--- config.mk ---
export PLATFORM = sky130hd
export DESIGN_NAME = mac16_top
export DESIGN_NICKNAME = d
export VERILOG_FILES = /design/src/rtl/mac16_pkg.sv /design/src/rtl/mac16_in_regs.sv /design/src/rtl/mac16_arith.sv /design/src/rtl/mac16_out_reg.sv /design/src/rtl/mac16_top.sv
export SDC_FILE = /design/constraint.sdc
export NUM_CORES = 1
export LEC_CHECK = 0
export BUFFER_PORTS_ARGS = -buffer_cell sky130_fd_sc_hd__buf_2
export CAP_MARGIN = 15
export CORE_MARGIN = 2
export CORE_UTILIZATION = 30
export DETAILED_ROUTE_END_ITERATION = 7
export PLACE_DENSITY = 0.51
export SYNTH_ARGS = -nofsm -noshare
export SYNTH_HDL_FRONTEND = slang
export SYNTH_SLANG_ARGS = --single-unit
export TNS_END_PERCENT = 5
--- constraint.sdc ---
create_clock -name clk -period 8.8 [get_ports clk]
set_input_delay 0.44 -clock clk [delete_from_list [all_inputs] [get_ports clk]]
set_output_delay 0.44 -clock clk [all_outputs]
set_load 0.02 [all_outputs]
--- src/rtl/mac16_pkg.sv ---
package mac16_pkg;

  typedef struct packed {
    logic acc;
    logic sub;
    logic tc;
    logic rnd;
  } mac_ctrl_t;

  typedef enum logic [1:0] {
    OP_MUL  = 2'd0,
    OP_ADD  = 2'd1,
    OP_SUBR = 2'd2
  } mac_op_e;

  function automatic mac_op_e decode_op(input mac_ctrl_t c);
    if (!c.acc)     return OP_MUL;
    else if (c.sub) return OP_SUBR;
    else            return OP_ADD;
  endfunction

endpackage

--- src/rtl/mac16_in_regs.sv ---
module mac16_in_regs
  import mac16_pkg::*;
#(
  parameter int W = 16
) (
  input  logic         clk,
  input  logic         rst_n,
  input  logic         x_ld,
  input  logic         y_ld,
  input  logic [W-1:0] x_d,
  input  logic [W-1:0] y_d,
  input  mac_ctrl_t    ctrl_d,
  output logic [W-1:0] x_q,
  output logic [W-1:0] y_q,
  output mac_ctrl_t    ctrl_q
);

  // control is captured on either operand strobe
  logic ctrl_ld;
  assign ctrl_ld = x_ld | y_ld;

  always_ff @(posedge clk or negedge rst_n) begin
    if (!rst_n) begin
      x_q <= '0;
    end else if (x_ld) begin
      x_q <= x_d;
    end
  end

  always_ff @(posedge clk or negedge rst_n) begin
    if (!rst_n) begin
      y_q <= '0;
    end else if (y_ld) begin
      y_q <= y_d;
    end
  end

  always_ff @(posedge clk or negedge rst_n) begin
    if (!rst_n) begin
      ctrl_q <= '0;
    end else if (ctrl_ld) begin
      ctrl_q <= ctrl_d;
    end
  end

  a_r1_x_hold: assert property (@(posedge clk) disable iff (!rst_n)
    !x_ld |=> $stable(x_q));
  a_r1_y_hold: assert property (@(posedge clk) disable iff (!rst_n)
    !y_ld |=> $stable(y_q));
  a_r2_ctrl_hold: assert property (@(posedge clk) disable iff (!rst_n)
    !(x_ld || y_ld) |=> $stable(ctrl_q));
  a_r2_ctrl_take: assert property (@(posedge clk) disable iff (!rst_n)
    (x_ld || y_ld) |=> (ctrl_q == $past(ctrl_d)));

endmodule

--- src/rtl/mac16_arith.sv ---
module mac16_arith
  import mac16_pkg::*;
#(
  parameter int W  = 16,
  parameter int EW = 3,
  localparam int PW = 2*W + EW
) (
  input  logic [W-1:0]  x,
  input  logic [W-1:0]  y,
  input  mac_ctrl_t     ctrl,
  input  logic [PW-1:0] p_cur,
  output logic [PW-1:0] p_next
);

  // product widened to the full register width by the operand format
  function automatic logic [PW-1:0] widen_product(
    input logic [W-1:0] a,
    input logic [W-1:0] b,
    input logic         is_signed
  );
    logic signed [2*W-1:0] sp;
    logic        [2*W-1:0] up;
    sp = $signed(a) * $signed(b);
    up = a * b;
    if (is_signed) return {{EW{sp[2*W-1]}}, sp};
    else           return {{EW{1'b0}}, up};
  endfunction

  function automatic logic [PW-1:0] round_term(input logic en);
    return en ? (PW'(1) << (W-1)) : '0;
  endfunction

  mac_op_e       op;
  logic [PW-1:0] prod_ext;
  logic [PW-1:0] rterm;

  assign op       = decode_op(ctrl);
  assign prod_ext = widen_product(x, y, ctrl.tc);
  assign rterm    = round_term(ctrl.rnd);

  always_comb begin
    unique case (op)
      OP_ADD:  p_next = p_cur + prod_ext + rterm;
      OP_SUBR: p_next = prod_ext - p_cur + rterm;
      default: p_next = prod_ext + rterm;
    endcase
  end

endmodule

--- src/rtl/mac16_out_reg.sv ---
module mac16_out_reg #(
  parameter int W  = 16,
  parameter int EW = 3,
  localparam int PW = 2*W + EW
) (
  input  logic          clk,
  input  logic          rst_n,
  input  logic          p_ld,
  input  logic          prel,
  input  logic          oe_x_n,
  input  logic          oe_m_n,
  input  logic          oe_l_n,
  input  logic [EW-1:0] pre_x,
  input  logic [W-1:0]  pre_m,
  input  logic [W-1:0]  pre_l,
  input  logic [PW-1:0] p_next,
  output logic [PW-1:0] p_q,
  output logic [EW-1:0] x_out,
  output logic          x_oe,
  output logic [W-1:0]  m_out,
  output logic          m_oe,
  output logic [W-1:0]  l_out,
  output logic          l_oe
);

  // named internal events
  logic upd_arith;
  logic pre_x_en;
  logic pre_m_en;
  logic pre_l_en;

  assign upd_arith = p_ld & ~prel;
  assign pre_x_en  = p_ld & prel & oe_x_n;
  assign pre_m_en  = p_ld & prel & oe_m_n;
  assign pre_l_en  = p_ld & prel & oe_l_n;

  always_ff @(posedge clk or negedge rst_n) begin
    if (!rst_n) begin
      p_q <= '0;
    end else if (upd_arith) begin
      p_q <= p_next;
    end else begin
      if (pre_x_en) p_q[PW-1:2*W]  <= pre_x;
      if (pre_m_en) p_q[2*W-1:W]   <= pre_m;
      if (pre_l_en) p_q[W-1:0]     <= pre_l;
    end
  end

  assign x_out = p_q[PW-1:2*W];
  assign m_out = p_q[2*W-1:W];
  assign l_out = p_q[W-1:0];
  assign x_oe  = ~oe_x_n;
  assign m_oe  = ~oe_m_n;
  assign l_oe  = ~oe_l_n;

  a_r3_hold: assert property (@(posedge clk) disable iff (!rst_n)
    !p_ld |=> $stable(p_q));
  a_r4_arith_update: assert property (@(posedge clk) disable iff (!rst_n)
    upd_arith |=> (p_q == $past(p_next)));
  a_r10_pre_low: assert property (@(posedge clk) disable iff (!rst_n)
    pre_l_en |=> (p_q[W-1:0] == $past(pre_l)));
  a_r10_keep_high: assert property (@(posedge clk) disable iff (!rst_n)
    (p_ld && prel && !oe_m_n) |=> $stable(p_q[2*W-1:W]));
  a_r10_pre_ext: assert property (@(posedge clk) disable iff (!rst_n)
    pre_x_en |=> (p_q[PW-1:2*W] == $past(pre_x)));

endmodule

--- src/rtl/mac16_top.sv ---
module mac16_top
  import mac16_pkg::*;
#(
  parameter int W  = 16,
  parameter int EW = 3,
  localparam int PW = 2*W + EW
) (
  input  logic          clk,
  input  logic          rst_n,
  input  logic          x_ld,
  input  logic          y_ld,
  input  logic          p_ld,
  input  logic [W-1:0]  x_in,
  input  logic [W-1:0]  y_lsp_in,
  input  logic          acc,
  input  logic          sub,
  input  logic          tc,
  input  logic          rnd,
  input  logic          prel,
  input  logic [W-1:0]  msp_in,
  input  logic [EW-1:0] xtp_in,
  input  logic          oe_x_n,
  input  logic          oe_m_n,
  input  logic          oe_l_n,
  output logic [EW-1:0] xtp_out,
  output logic          xtp_oe,
  output logic [W-1:0]  msp_out,
  output logic          msp_oe,
  output logic [W-1:0]  lsp_out,
  output logic          lsp_oe
);

  mac_ctrl_t     ctrl_d;
  mac_ctrl_t     ctrl_q;
  logic [W-1:0]  x_q;
  logic [W-1:0]  y_q;
  logic [PW-1:0] p_q;
  logic [PW-1:0] p_next;

  assign ctrl_d = '{acc: acc, sub: sub, tc: tc, rnd: rnd};

  mac16_in_regs #(.W(W)) u_in (
    .clk    (clk),
    .rst_n  (rst_n),
    .x_ld   (x_ld),
    .y_ld   (y_ld),
    .x_d    (x_in),
    .y_d    (y_lsp_in),
    .ctrl_d (ctrl_d),
    .x_q    (x_q),
    .y_q    (y_q),
    .ctrl_q (ctrl_q)
  );

  mac16_arith #(.W(W), .EW(EW)) u_arith (
    .x      (x_q),
    .y      (y_q),
    .ctrl   (ctrl_q),
    .p_cur  (p_q),
    .p_next (p_next)
  );

  mac16_out_reg #(.W(W), .EW(EW)) u_out (
    .clk    (clk),
    .rst_n  (rst_n),
    .p_ld   (p_ld),
    .prel   (prel),
    .oe_x_n (oe_x_n),
    .oe_m_n (oe_m_n),
    .oe_l_n (oe_l_n),
    .pre_x  (xtp_in),
    .pre_m  (msp_in),
    .pre_l  (y_lsp_in),
    .p_next (p_next),
    .p_q    (p_q),
    .x_out  (xtp_out),
    .x_oe   (xtp_oe),
    .m_out  (msp_out),
    .m_oe   (msp_oe),
    .l_out  (lsp_out),
    .l_oe   (lsp_oe)
  );

endmodule

==> results of run 1 <==
## through the flow
step	worst slack [ps]	setup TNS (ps)	area, sq um
finish	-21.76	-21.76	29180
global route	-355.6	-1974	29180
CTS	-30.36	-35.82	28800
detailed placement	-350.4	-1186	28020
global placement	-217.7	-772.4	28020
floorplan	5.275	0	23800
## cells in the final DEF (no fill, tap or decap), types with 14 or more instances in the layout
master    Yosys  final
a211oi_1     29     23
a21o_1       54     54
a21oi_1     129    115
a21oi_2       1     14
and2_1      114    113
and3_1       25     25
buf_2         1    100
buf_4         1    385
dfrtp_1      71     53
dfrtp_2       0     18
fa_1        366    361
ha_1        304    286
ha_4          0     16
inv_1       584    576
mux2_2       39     38
mux2i_1      17     17
nand2_1     260    256
nand2b_1     30     29
nand3_1      24     24
nand4_1      15     15
nor2_1       64     59
nor3_1       25     20
o211ai_1     24     24
o21a_1       15     15
o21ai_0     118    104
o21ai_1       8     15
o21bai_1     14     14
or3_1        19     19
xnor2_1      74     74
xor2_1       41     39
## flip-flops by register name (all words and copies together), names as in the netlist
| register | count |
|---|---|
| u_out.p_q | 35 |
| u_in.x_q | 16 |
| u_in.y_q | 16 |
| u_in.ctrl_q | 4 |
## worst paths after layout
kind,start,to,cells after the start,slack (ps)
hold reg to reg,u_out.p_q[0],u_out.p_q[0],1,600
max in group asynchronous,rst_n,u_in.ctrl_q[3],2,7740
setup reg to reg,u_in.y_q[4],u_out.p_q[34],35,-20
setup / recovery,u_in.y_q[4],u_out.p_q[34],35,-20
hold / removal,rst_n,u_in.ctrl_q[1],1,30
min in group clk,tc,u_in.ctrl_q[1],2,280
## worst max-delay path, delay by kind of cell (launching register included)
kind | cells | cell delay, ps
buffers and inverters | 8 | 790
xor gates and xnor gates | 2 | 290
DFF | 1 | 480
and+or+nand+nor | 7 | 1510
muxes | 3 | 640
AOI/OAI and AO/OA | 6 | 1370
adders and majority gates | 9 | 3660
## area by class of cell
class	count	area, sq um
timing repair buffer	493	3527
multi-input combinational	1986	20050
fill	8169	49560
tap	1050	1314
inverter	585	2196
clock buffer	9	225.2
sequential	71	1799
clock inverter	7	71.32
## cell families after synthesis
group                      count (synthesis)
AOI/OAI and AO/OA                        512
buffers and inverters                    672
muxes                                     59
adders and majority gates                670
xor gates and xnor gates                 115
DFF                                       71
and+or+nand+nor                          630
## metal layers
metal	wire [um]	vias to the layer above	track usage (%)
li1	-	9671	-
met1	32900	10058	24.58
met2	35270	373	30.58
met3	2644	65	2.002
met4	1413	0	4.175
met5	0	-	0
## timing repair
action,CTS,global route
hold buffers,0,0
resized for setup,89,70
pin swaps,38,33
setup buffers,14,8
setup endpoints to repair,8,18
endpoints found under the hold margin,0,0
==> metrics.md, run 1 <==
| Metric | Value |
|---|---|
| Grt total ovfl | 0 |
| Synth Area in Compound Gates | between 10% and 20% |
| Post-layout util | 37.06% |
| GR Util All Layers | ~18% |
| CP max stage delay | 550 ps |
| Worst Skew | 35.30 ps |
| Row count | around 100 |
| Initial antenna violation count | 0 |
| Synth Register Bits | 71 |
| Async SR Flop Fraction | 100.0% |
| Post-synthesis net count | between 3k and 4k |
| Most frequent CP cell | fa_1 |
| Relative slew slack | between 20 and 25% |
| Hold Path Class | in -> async |
| Vias in the first global route | between 20k and 25k |
| Die ar. | between 0.08 and 0.09 sq mm |
| Num CTS Buffers | 9 |
| Dpl cells | 4162 |
| Critical Path RT | just over 9000 ps |
| I/O pin total | roughly 100 |
| Vias | 20.17k |
| Clk sinks | around 70 |
| Cell accounting for the most synthesized area | fa_1 |
| GP Congestion | 0.8773 |
| Commonest cells post-synth | inv_1, fa_1, ha_1, nand2_1, a21oi_1 |
| Adder-cell share of the synthesized area | between 40% and 50% |
| Worst hold slack | between 20 and 30 ps |
| Final Non-Filler Cells | about 4.2k |
| Final ANT Viol Nets | 0 |
| Setup CP Type | reg -> reg |
| Worst slew pin tran | 1125 ps |
| Final min period | around 8800 ps |
| Sequential area share after synthesis | around 7.5% |
| Synthesized instance count | 2729 |
| Worst-Skew Late Latency | approximately 410 ps |
| Die height | ~290 um |
| Largest net degree at the start of global routing | between 40 and 50 |
| Crit path max-delay cell type | fa_1 |
| Post-Synth XOR/XNOR Area | 4.232% |
| Final setup fails | 1 |
| TritonRoute pass-1 iters | 5 |
| Yosys warns | 0 |
| Crit path launch type | register |
| Vias per Instance | 4.801 |
| Clock slew at reported path FFs | about 70 ps |
| Violated checks | negative setup slack |
| Root Buffer Master | clkbuf_16 |
| Achievable Freq | 113.4 MHz |
| N_diodes | 0 |
| Global-route wire length before repair | ~110 mm |
| Count leader, synth | inv_1 |
| Most used DFF post-synth | dfrtp_1 |
| CTS tree | done |
| Area of the mapped netlist | 0.02380 sq mm |
| Post-synthesis mux area share | 2.750% |
| NumNets Final | 3880 |
| Post-synth EDFFs | 0 |
| Max Cap Viol | 0 |
| Pins Over Slew Limit | 0 |
| Drt drc | 0 |
| Synth Area per Inst | between 8 and 9 sq um |
| Status | finished with violations |
| Final wirelength | between 70 and 80 mm |
| Post-synth top area share | 30.79% |
| H-tree depth | 3 |
| DPL Wire Length | ~63 mm |
| Largest family of logic cells by synthesized area | adder cells |
| Initial Utilization | ~30% |
| Core Region | ~0.079 sq mm |
| CP endpoint kind | register |
| Tcrit/Tclk final | 100.2% |
| Share of layout cells above drive strength 1 | 23.01% |
| RSZ-0062 raised after global routing | true |
| Clk buf depth | 2 |
| PnR worst setup slack | -21.76 ps |
| CP Max Fanout | 6 |
| CP Data Arrival Time | around 9000 ps |
| Final Hold Violating Endpoints | 0 |
| Top cells by area, synth | fa_1, ha_1, inv_1, dfrtp_1, nand2_1 |
| Area delta synth->final | 22.63% |
| Simple-gate share of the synthesized area | between 10% and 20% |
| Number of library cell types mapped by synthesis | between 100 and 150 |
| Drt wl/cell | about 17 um |
| Initial DRC Count | about 1.0k |
| IO Port Bufs | between 100 and 150 |
| DIE WIDTH | roughly 290 um |
Power of run 1 is not shown: default switching activity piles up to over one toggle a cycle in this logic, so the estimate is an artifact.
==> run 2, diff against run 1 <==
Settings changed: SKIP_CTS_REPAIR_TIMING set to 1.
==> run 2 against run 1 <==
  * The flow still finishes with violations (negative setup slack)
  * Clock skew down 0.55 ps
  * Critical path depth grew 4
  * Setup slack got worse by 120 ps
  * Non-clock buffer count decreased by 14
  * First-iteration DRC count up 4.1%
  * Critical endpoint unchanged
  * Global-route usage fell by 0.18 points
==> metrics.md, run 2 (synthesis results as in run 1) <==
| Metric | Value |
|---|---|
| Status | finished with violations |
| Violated checks | negative setup slack |
| H-tree depth | 3 |
| Initial antenna violation count | 0 |
| Die ar. | slightly above 0.08 sq mm |
| Drt wl/cell | 17.18 um |
| Top reg by flops | u_out.p_q |
| Vias | about 20k |
| Die height | ~290 um |
| Multi-input logic area | 0.01983 sq mm |
| IO Port Bufs | between 100 and 150 |
| Final Non-Filler Cells | approximately 4.2k |
| I/O pin total | ~100 |
| Final Hold Violating Endpoints | 0 |
| Largest register FFs | 35 |
| Dpl cells | ~4.2k |
| GP Congestion | 0.8773 |
| Global-route wire length before repair | between 100 and 150 mm |
| Worst Skew | 34.75 ps |
| Vias in the first global route | 20.66k |
| Reg2reg end | u_out.p_q[34] |
| Crit path max-delay cell type | fa_1 |
| Clk buf depth | 2 |
| Crit path launch type | register |
| Clock slew at reported path FFs | around 70 ps |
| PnR worst setup slack | -138.7 ps |
| Worst slew pin tran | about 1100 ps |
| Row count | 103 |
| Achievable Freq | around 110 MHz |
| Hold Path Class | in -> async |
| Place WS | -350.4 ps |
| Worst r2r src | u_in.y_q[4] |
| Initial Utilization | a little over 30% |
| Drt drc | 0 |
| Worst-Skew Late Latency | 410 ps |
| CP top delay family | adder cells |
| Setup CP Type | reg -> reg |
| TritonRoute pass-1 iters | 6 |
| Reg2reg setup slack | -140 ps |
| Core Region | roughly 0.079 sq mm |
| Tcrit/Tclk final | 101.6% |
| Critical Path RT | 9130 ps |
| DIE WIDTH | between 200 and 300 um |
| Initial DRC Count | approximately 1.1k |
| Num CTS Buffers | 9 |
| CTS tree | done |
| Worst hold slack | ~16 ps |
| Final wirelength | between 70 and 80 mm |
| # fillers | just over 8k |
| Most frequent cells in the layout | inv_1, buf_4, fa_1 |
| DPL Wire Length | between 60 and 70 mm |
| CP max stage delay | 550 ps |
| CP Data Arrival Time | just over 9000 ps |
| Clk sinks | around 70 |
| WP buf/inv | 11 |
| Pins Over Slew Limit | 0 |
| Final ANT Viol Nets | 0 |
| Final min period | between 8000 and 9000 ps |
| Setup TNS | -226.9 ps |
| Relative slew slack | about a quarter |
| Critical path depth in cells | 39 |
| Area delta synth->final | 21.20% |
| Max Cap Viol | 0 |
| Final setup fails | 3 |
| Largest registers | u_out.p_q x35, u_in.x_q x16, u_in.y_q x16 |
| GR Util All Layers | 17.84% |
| Root Buffer Master | clkbuf_16 |
| Largest net degree at the start of global routing | between 40 and 50 |
| NumNets Final | between 3k and 4k |
| Commonest non-fill, non-tap cell in the layout | inv_1 |
| RSZ-0062 raised after global routing | true |
| Share of layout cells above drive strength 1 | between 20% and 30% |
| Vias per Instance | ~4.8 |
| CP Max Fanout | 5 |
| Grt total ovfl | 0 |
| Seq. cell area | about 0.0018 sq mm |
| FF-to-FF path depth | 39 |
| CP endpoint kind | register |
## run 2: metal layers
layer | GRT usage [%] | vias to the layer above | part of all wire [%]
met3 | 1.826 | 54 | 3.5
met5 | 0 | - | 0
met4 | 3.442 | 0 | 1.3
li1 | - | 9635 | -
met2 | 30.53 | 318 | 49
met1 | 24.49 | 10049 | 46
## run 2: final cells by class
class	instances	area share, %
Timing Repair Buffer	479	11.81
Tap cell	1050	4.555
Clock inverter	7	0.2473
Inverter	585	7.613
Sequential cell	71	6.225
Clock buffer	9	0.7808
Multi-Input combinational cell	1986	68.76
Antenna cell	1	0.008676
## run 2: worst max-delay path by stage
| stage | startpoint | end | slack [ps] |
|---|---|---|---|
| 3_3_place_gp | u_in.y_q[3] | u_out.p_q[33] | -220 |
| 4_1_cts | u_in.y_q[3] | u_out.p_q[30] | -420 |
| 6_report | u_in.y_q[4] | u_out.p_q[34] | -140 |
| 2_1_floorplan | u_in.x_q[11] | u_out.p_q[34] | 5 |
| 3_5_place_dp | u_in.y_q[3] | u_out.p_q[30] | -350 |
| 5_1_grt | u_in.x_q[6] | u_out.p_q[34] | -510 |
## run 2: per-stage QoR
stage          instance area (sq um)  utilization [%]
2_1_floorplan                  23800                -
3_3_place_gp                   28020            35.58
3_5_place_dp                   28020            35.58
4_1_cts                        28310            35.96
5_1_grt                        28840            36.63
6_report                       28840            36.63
Power of run 2 is left out for the same reason.
